`src/rtl/trr_pkg.sv`:
```
package trr_pkg;

    localparam int ROW_W      = 14;
    localparam int CNT_W      = 16;
    localparam int RND_W      = 16;
    localparam int NSLOT      = 5;
    localparam logic [RND_W-1:0] RND_SEED = 16'hACE1;
    localparam logic [RND_W-1:0] RND_TAPS = 16'hB400;

    typedef logic [ROW_W-1:0] row_t;
    typedef logic [CNT_W-1:0] cnt_t;
    typedef logic [RND_W-1:0] rnd_t;

    typedef struct packed {
        logic vld;
        row_t row;
        cnt_t cnt;
    } hot_ent_t;

    typedef struct packed {
        logic vld;
        row_t row;
    } vreq_t;

    // Neighbour at signed distance d; invalid when it leaves the bank.
    function automatic vreq_t near_row(row_t r, int d);
        vreq_t res;
        int    t;
        t       = int'(r) + d;
        res.vld = (t >= 0) && (t < (1 << ROW_W));
        res.row = row_t'(t);
        return res;
    endfunction

    function automatic rnd_t rnd_next(rnd_t s);
        return (s >> 1) ^ (s[0] ? RND_TAPS : '0);
    endfunction

endpackage

```
`src/rtl/trr_hot_table.sv`:
```
module trr_hot_table
    import trr_pkg::*;
#(
    parameter int TBL_N = 16
) (
    input  logic clk,
    input  logic rst,
    input  logic clear,
    input  logic upd,
    input  row_t row,
    input  cnt_t mac,
    output logic trig
);
    localparam int IW = (TBL_N > 1) ? $clog2(TBL_N) : 1;

    hot_ent_t        tbl_q [TBL_N];
    logic            hit, free_ok, min_ok;
    logic [IW-1:0]   hit_idx, free_idx, min_idx, tgt;
    cnt_t            min_cnt, base;
    logic [CNT_W:0]  cnt_inc;
    hot_ent_t        new_ent;
    logic [TBL_N-1:0] occupied;

    always_comb begin
        hit      = 1'b0;
        hit_idx  = '0;
        free_ok  = 1'b0;
        free_idx = '0;
        min_ok   = 1'b0;
        min_idx  = '0;
        min_cnt  = '0;
        for (int i = 0; i < TBL_N; i++) begin
            if (tbl_q[i].vld && !clear) begin
                if (!hit && tbl_q[i].row == row) begin
                    hit     = 1'b1;
                    hit_idx = IW'(i);
                end
                if (!min_ok || tbl_q[i].cnt < min_cnt) begin
                    min_ok  = 1'b1;
                    min_cnt = tbl_q[i].cnt;
                    min_idx = IW'(i);
                end
            end else if (!free_ok) begin
                free_ok  = 1'b1;
                free_idx = IW'(i);
            end
        end
        tgt     = hit ? hit_idx : (free_ok ? free_idx : min_idx);
        base    = hit ? tbl_q[hit_idx].cnt : '0;
        cnt_inc = {1'b0, base} + 1'b1;
        trig    = upd && (cnt_inc > {1'b0, mac});
        new_ent.vld = 1'b1;
        new_ent.row = row;
        new_ent.cnt = trig ? '0 : cnt_inc[CNT_W-1:0];
    end

    always_comb begin
        for (int i = 0; i < TBL_N; i++) occupied[i] = tbl_q[i].vld;
    end

    always_ff @(posedge clk) begin
        if (rst) begin
            for (int i = 0; i < TBL_N; i++) tbl_q[i] <= '0;
        end else begin
            if (clear) begin
                for (int i = 0; i < TBL_N; i++) tbl_q[i].vld <= 1'b0;
            end
            if (upd) tbl_q[tgt] <= new_ent;
        end
    end

    // a triggering row is left with a zero count
    p_trig_zero_r3: assert property (@(posedge clk) disable iff (rst)
        trig |=> (tbl_q[$past(tgt)].cnt == '0));

    // a boundary without activation leaves no row tracked
    p_clear_empty_r6: assert property (@(posedge clk) disable iff (rst)
        (clear && !upd) |=> (occupied == '0));

endmodule

```
`src/rtl/trr_rand_pick.sv`:
```
module trr_rand_pick
    import trr_pkg::*;
(
    input  logic  clk,
    input  logic  rst,
    input  logic  step,
    input  row_t  row,
    input  rnd_t  mask,
    output vreq_t pick
);
    rnd_t  st_q;
    vreq_t up_n, dn_n;

    assign up_n = near_row(row, 1);
    assign dn_n = near_row(row, -1);

    always_comb begin
        pick.vld = step && ((st_q & mask) == '0);
        if (st_q[RND_W-1]) pick.row = up_n.vld ? up_n.row : dn_n.row;
        else               pick.row = dn_n.vld ? dn_n.row : up_n.row;
    end

    always_ff @(posedge clk) begin
        if (rst)       st_q <= RND_SEED;
        else if (step) st_q <= rnd_next(st_q);
    end

    // the generator never locks up in the all-zero state
    p_rnd_live_r8: assert property (@(posedge clk) disable iff (rst)
        st_q != '0);

    // without a counted activation the generator stands still
    p_rnd_hold_r11: assert property (@(posedge clk) disable iff (rst)
        !step |=> $stable(st_q));

endmodule

```
`src/rtl/trr_req_fifo.sv`:
```
module trr_req_fifo
    import trr_pkg::*;
#(
    parameter int DEPTH = 4,
    parameter int NIN   = 5
) (
    input  logic  clk,
    input  logic  rst,
    input  vreq_t push [NIN],
    input  logic  ready,
    output logic  valid,
    output row_t  head,
    output logic  ovf
);
    localparam int PW = (DEPTH > 1) ? $clog2(DEPTH) : 1;
    localparam int CW = $clog2(DEPTH + 1);

    row_t          mem_q [DEPTH];
    row_t          mem_n [DEPTH];
    logic [PW-1:0] rp_q, wp_q, rp_n, wp_n;
    logic [CW-1:0] cnt_q, cnt_n;
    logic          ovf_q, drop, pop;
    int            space, nw;

    assign valid = (cnt_q != '0);
    assign head  = mem_q[rp_q];
    assign ovf   = ovf_q;
    assign pop   = valid && ready;

    always_comb begin
        mem_n = mem_q;
        space = DEPTH - int'(cnt_q) + (pop ? 1 : 0);
        nw    = 0;
        drop  = 1'b0;
        for (int k = 0; k < NIN; k++) begin
            if (push[k].vld) begin
                if (nw < space) begin
                    mem_n[PW'((int'(wp_q) + nw) % DEPTH)] = push[k].row;
                    nw = nw + 1;
                end else begin
                    drop = 1'b1;
                end
            end
        end
        wp_n  = PW'((int'(wp_q) + nw) % DEPTH);
        rp_n  = pop ? PW'((int'(rp_q) + 1) % DEPTH) : rp_q;
        cnt_n = CW'(int'(cnt_q) - (pop ? 1 : 0) + nw);
    end

    always_ff @(posedge clk) begin
        if (rst) begin
            rp_q  <= '0;
            wp_q  <= '0;
            cnt_q <= '0;
            ovf_q <= 1'b0;
            for (int i = 0; i < DEPTH; i++) mem_q[i] <= '0;
        end else begin
            rp_q  <= rp_n;
            wp_q  <= wp_n;
            cnt_q <= cnt_n;
            ovf_q <= drop;
            mem_q <= mem_n;
        end
    end

    // occupancy stays within the storage
    p_cap_r9: assert property (@(posedge clk) disable iff (rst)
        int'(cnt_q) <= DEPTH);

    // a stalled head request is neither lost nor altered
    p_hold_r9: assert property (@(posedge clk) disable iff (rst)
        (valid && !ready) |=> (valid && $stable(head)));

    // a drop only happens once the queue has been filled
    p_no_overflow_r10: assert property (@(posedge clk) disable iff (rst)
        ovf_q |-> (int'(cnt_q) == DEPTH));

endmodule

```
`src/rtl/trr_refresher.sv`:
```
module trr_refresher
    import trr_pkg::*;
#(
    parameter int TBL_N  = 16,
    parameter int FIFO_D = 4
) (
    input  logic             clk,
    input  logic             rst,
    input  logic             act_valid,
    input  logic [ROW_W-1:0] act_row,
    input  logic             win_tick,
    input  logic [CNT_W-1:0] cfg_mac,
    input  logic             cfg_dist2,
    input  logic [RND_W-1:0] cfg_rand_mask,
    input  logic             cfg_fallback,
    input  logic             trr_ready,
    output logic             trr_valid,
    output logic [ROW_W-1:0] trr_row,
    output logic             trr_ovf,
    output logic             dbl_rate
);
    localparam int NVICT = NSLOT - 1;

    logic  upd, clear, trig, dbl_q;
    vreq_t slots [NSLOT];
    vreq_t rnd_req;

    assign upd   = act_valid && !cfg_fallback;
    assign clear = win_tick || cfg_fallback;

    trr_hot_table #(.TBL_N(TBL_N)) u_table (
        .clk   (clk),
        .rst   (rst),
        .clear (clear),
        .upd   (upd),
        .row   (act_row),
        .mac   (cfg_mac),
        .trig  (trig)
    );

    trr_rand_pick u_rand (
        .clk  (clk),
        .rst  (rst),
        .step (upd),
        .row  (act_row),
        .mask (cfg_rand_mask),
        .pick (rnd_req)
    );

    // Slots in queue order: -1, +1, -2, +2, then the random neighbour.
    for (genvar g = 0; g < NVICT; g++) begin : g_vict
        localparam int DIST = ((g / 2) + 1) * (((g % 2) == 1) ? 1 : -1);
        vreq_t nb;
        assign nb             = near_row(act_row, DIST);
        assign slots[g].vld   = nb.vld && trig && ((g < 2) || cfg_dist2);
        assign slots[g].row   = nb.row;
    end
    assign slots[NVICT] = rnd_req;

    trr_req_fifo #(.DEPTH(FIFO_D), .NIN(NSLOT)) u_fifo (
        .clk   (clk),
        .rst   (rst),
        .push  (slots),
        .ready (trr_ready),
        .valid (trr_valid),
        .head  (trr_row),
        .ovf   (trr_ovf)
    );

    always_ff @(posedge clk) begin
        if (rst) dbl_q <= 1'b0;
        else     dbl_q <= cfg_fallback;
    end
    assign dbl_rate = dbl_q;

    // in fallback an empty queue stays empty
    p_fb_quiet_r11: assert property (@(posedge clk) disable iff (rst)
        (cfg_fallback && !trr_valid) |=> !trr_valid);

    // a trigger always yields at least one queued request
    p_trig_queues_r2: assert property (@(posedge clk) disable iff (rst)
        trig |=> (trr_valid || trr_ovf));

endmodule

```
`config.mk`:
```
export PLATFORM = sky130hd
export DESIGN_NAME = trr_refresher
export DESIGN_NICKNAME = d
export VERILOG_FILES = /design/src/rtl/trr_pkg.sv /design/src/rtl/trr_hot_table.sv /design/src/rtl/trr_rand_pick.sv /design/src/rtl/trr_req_fifo.sv /design/src/rtl/trr_refresher.sv
export SDC_FILE = /design/constraint.sdc
export NUM_CORES = 2
export LEC_CHECK = 0
export CAP_MARGIN = 10
export CORE_ASPECT_RATIO = 0.7
export CORE_UTILIZATION = 41
export CTS_BUF_LIST = sky130_fd_sc_hd__clkbuf_4
export DETAILED_ROUTE_END_ITERATION = 7
export SYNTH_ARGS = -nofsm -noshare
export SYNTH_HDL_FRONTEND = slang
export SYNTH_SLANG_ARGS = --single-unit
```
`constraint.sdc`:
```
create_clock -name clk -period 126.9 [get_ports clk]
set_input_delay 25.38 -clock clk [delete_from_list [all_inputs] [get_ports clk]]
set_output_delay 25.38 -clock clk [all_outputs]
set_load 0.05 [all_outputs]
```
==> qor.yml <==
cts:
  clockBufferDepth: 3
  cts.sinks: 577
  h-tree-depth: 4
  path_clk_slew_ps: 60
  cts-root-buf: "clkbuf_4"
  insertion_delay_ps: 1160
  cts_hold_buf: 0
  cts_resized: 0
  cts_made_buffers: 144
  cts_tree: "built"
  postCtsSetupBuffers: 0
global_routing:
  grt-ovfl-total: 0
  grt.total_usage_pct: 31.1
  antenna_found_initial: 9
  grt_pass1_vias: 34930
  grt_max_degree: 84
  grt_pass1_wl_um: 239000
die:
  rows: 97
  die_w_um: 385
  io_pins: 70
  initial_core_util_pct: 41.7
  fp.dieH_um: 270
  die_area_mm2: 0.104
  core_mm2: 0.101
worst_setup_path:
  path_buf_inv: 17
  cp.required_ps: 127700
  cpPeakStageDelay_ps: 950
  start_kind: "primary input"
  crit_path_end_kind: "flip-flop"
  crit_fanout: 71
  crit_slowest_cell: "o211ai_2"
  critical_path_class: "primary input to flip-flop"
  cp_top_family: "compound AO/OA/AOI/OAI gates"
  arrival_ps: 71530
final_layout:
  area_growth_pct: 8.99
  layout.nets: 4820
  layout-drive-gt1-share_pct: 12.7
  num-fill-cells: 9706
power:
  p_sw_mw: 0.142
  sw_frac_of_total_pct: 30.8
  power.density_mw_per_mm2: 10.0
  ir_worst_vdd_uv: 8.03
  comb_power_share_pct: 15.2
  clkPwrFrac_pct: 36.3
  pwr-share-seq_pct: 48.5
  p_leak_nw: 15.4
  p_int_mw: 0.319
placement:
  dp_hpwl_um: 117000
  place_congestion: 1.01
  dp_slack_ps: 56330
  portBuffers: 69
synthesis:
  synthesis.nets: 4857
  syn-instance-count: 4543
  synth_top_cells_by_area: "edfxtp_1 34%, ha_1 7.7%, xnor2_1 4.7%"
  synth_seq_cells: 577
  synthFlopType: "edfxtp_1"
  async_reset_ff_share_pct: 0
  yosysTopAreaCell: "edfxtp_1"
  synth_top_area_share_pct: 34.3
  yosysMostFrequentCell: "edfxtp_1"
  synth_cell_types: 111
  ys_seq_area_share_pct: 38.9
  synth_edf_count: 480
  synth_area_mm2: 0.0421
  synth_common_cells: "480 x edfxtp_1, 345 x nand2_1, 312 x nor3_1"
  avgSynthCellArea_um2: 9.26
  yosys_warnings: 0
sta:
  slew_violations: 0
  hold_viol_final: 0
  setup_tns_ps: 0
  grt_setup_unrepaired: "no"
  fin_crit_sh_pct: 55.7
  tightest_slew_ps: 1270
  setup_viol: 0
  clock_skew_ps: 91.8
  fmax_mhz: 14.1
  layout_setup_ws_ps: 56170
  post-route-min-period_ps: 70730
  max_slew_margin_pct: 14.8
routing:
  via_count: 38012
  vias_per_cell: 6.39
  dr.first_iter.drc_count: 5706
  wl_per_cell_um: 27.7
  ant_nets: 0
  drtPass1Iterations: 6
  drc: 0
  totalWireLength_um: 165000
outcome:
  status: "finished, final reports clean"
min_path:
  min_path_type: "flip-flop to flip-flop"
flow_run:
  cap_violations: 0
[state kept, by name, summed over array words and instances (netlist names)]
name and cells:
u_fifo.ovf 1, u_fifo.rp_q 2, u_fifo.mem_q 56, dbl_rate 1, u_rand.st_q 16, u_fifo.wp_q 2
u_table.tbl_q 496, u_fifo.cnt_q 3
[routing by layer]
metal | track usage [%] | wire length (um)
met1 | 48.3 | 74700
met5 | 0 | 27
met3 | 10.9 | 24800
met4 | 8.86 | 3710
met2 | 39.0 | 61700
[cells by family (layout without fill, tap and decap cells)]
family,after synthesis,after routing,share of synthesized area [%]
mux,247,247,6.56
xor+xnor,300,300,6.25
simple gates,1728,1728,21.8
buf+inv,573,636,5.51
flops,577,577,38.9
other cells,0,10,0
fa+ha+maj,269,269,7.97
compound gates,849,849,13.0
[worst reg2reg max path, delay by kind of cell, from the launching register on]
family | cells | cell delay (ps)
multiplexers | 6 | 1950
AO/OA/AOI/OAI | 83 | 22010
flip-flops | 1 | 590
AND/OR/NAND/NOR | 55 | 13490
buffers and inverters | 15 | 3700
adder cells (fa/ha/maj) | 15 | 4340
[layout by cell type, fill, tap and decap left out, drive strengths merged, types with 11 or more instances in the layout]
master         count
clkbuf           201
a21oi            217
a31oi             18
clkinv            41
o22ai             26
o211ai            59
nor3b             16
mux2i            150
clkdlybuf4s50     56
mux2              83
and3              18
nor2             291
or3               23
buf              123
nor2b             56
a22oi             11
or4               22
nand2b            22
inv              210
nor3             312
nand3             89
o21ai            218
nand4            136
and4              15
a21o              61
mux4              14
and2              31
dfxtp             97
xor2              75
ha               260
xnor2            225
nand2            345
nor4             297
or2               25
edfxtp           480
o21a              34
a211oi            70
o31ai             25
[cell type report]
class | instances | area, um2 | area share (%)
Timing Repair Buffer | 179 | 1450 | 3.16
Tap cell | 1336 | 1670 | 3.65
Multi-Input combinational cell | 3393 | 23700 | 51.8
Clock inverter | 45 | 302 | 0.658
Sequential cell | 577 | 16400 | 35.7
Inverter | 211 | 792 | 1.73
Antenna cell | 10 | 25.0 | 0.0546
Clock buffer | 201 | 1510 | 3.29
[path summary, 6_finish.rpt]
check,endpoint,cells after the start,slack (ps),start
hold / removal,u_fifo.mem_q[12]$_SDFF_PP0_,1,460,u_fifo.mem_q[12]$_SDFF_PP0_
hold reg to reg,u_fifo.mem_q[12]$_SDFF_PP0_,1,460,u_fifo.mem_q[12]$_SDFF_PP0_
setup / recovery,u_table.tbl_q[0][6]$_SDFFCE_PN0P_,176,56170,cfg_fallback
setup reg to reg,u_table.tbl_q[0][6]$_SDFFCE_PN0P_,174,80460,u_table.tbl_q[0][30]$_SDFFE_PP1P_
[through the flow]
stage          hold slack, ps  cells  total power [mW]  area [um2]  util [%]
6_report                  465   5952             0.461       45800      45.5
3_3_place_gp              448   5695             0.295       44000      43.6
5_1_grt                   480   5952             0.478       45800      45.5
2_1_floorplan             432   4543             0.271       42100         -
4_1_cts                   466   5941             0.460       45800      45.4
3_5_place_dp              450   5695             0.295       44000      43.6
[power by group through the flow]
stage | clock [mW] | combinational, mW | sequential, mW
floorplan | 0 | 0.0494 | 0.221
global placement | 0 | 0.0677 | 0.227
detailed placement | 0 | 0.0681 | 0.227
CTS | 0.168 | 0.0687 | 0.223
global route | 0.178 | 0.0764 | 0.224
finish | 0.167 | 0.0702 | 0.223
Note: power is estimated with default switching activity, not from simulation.
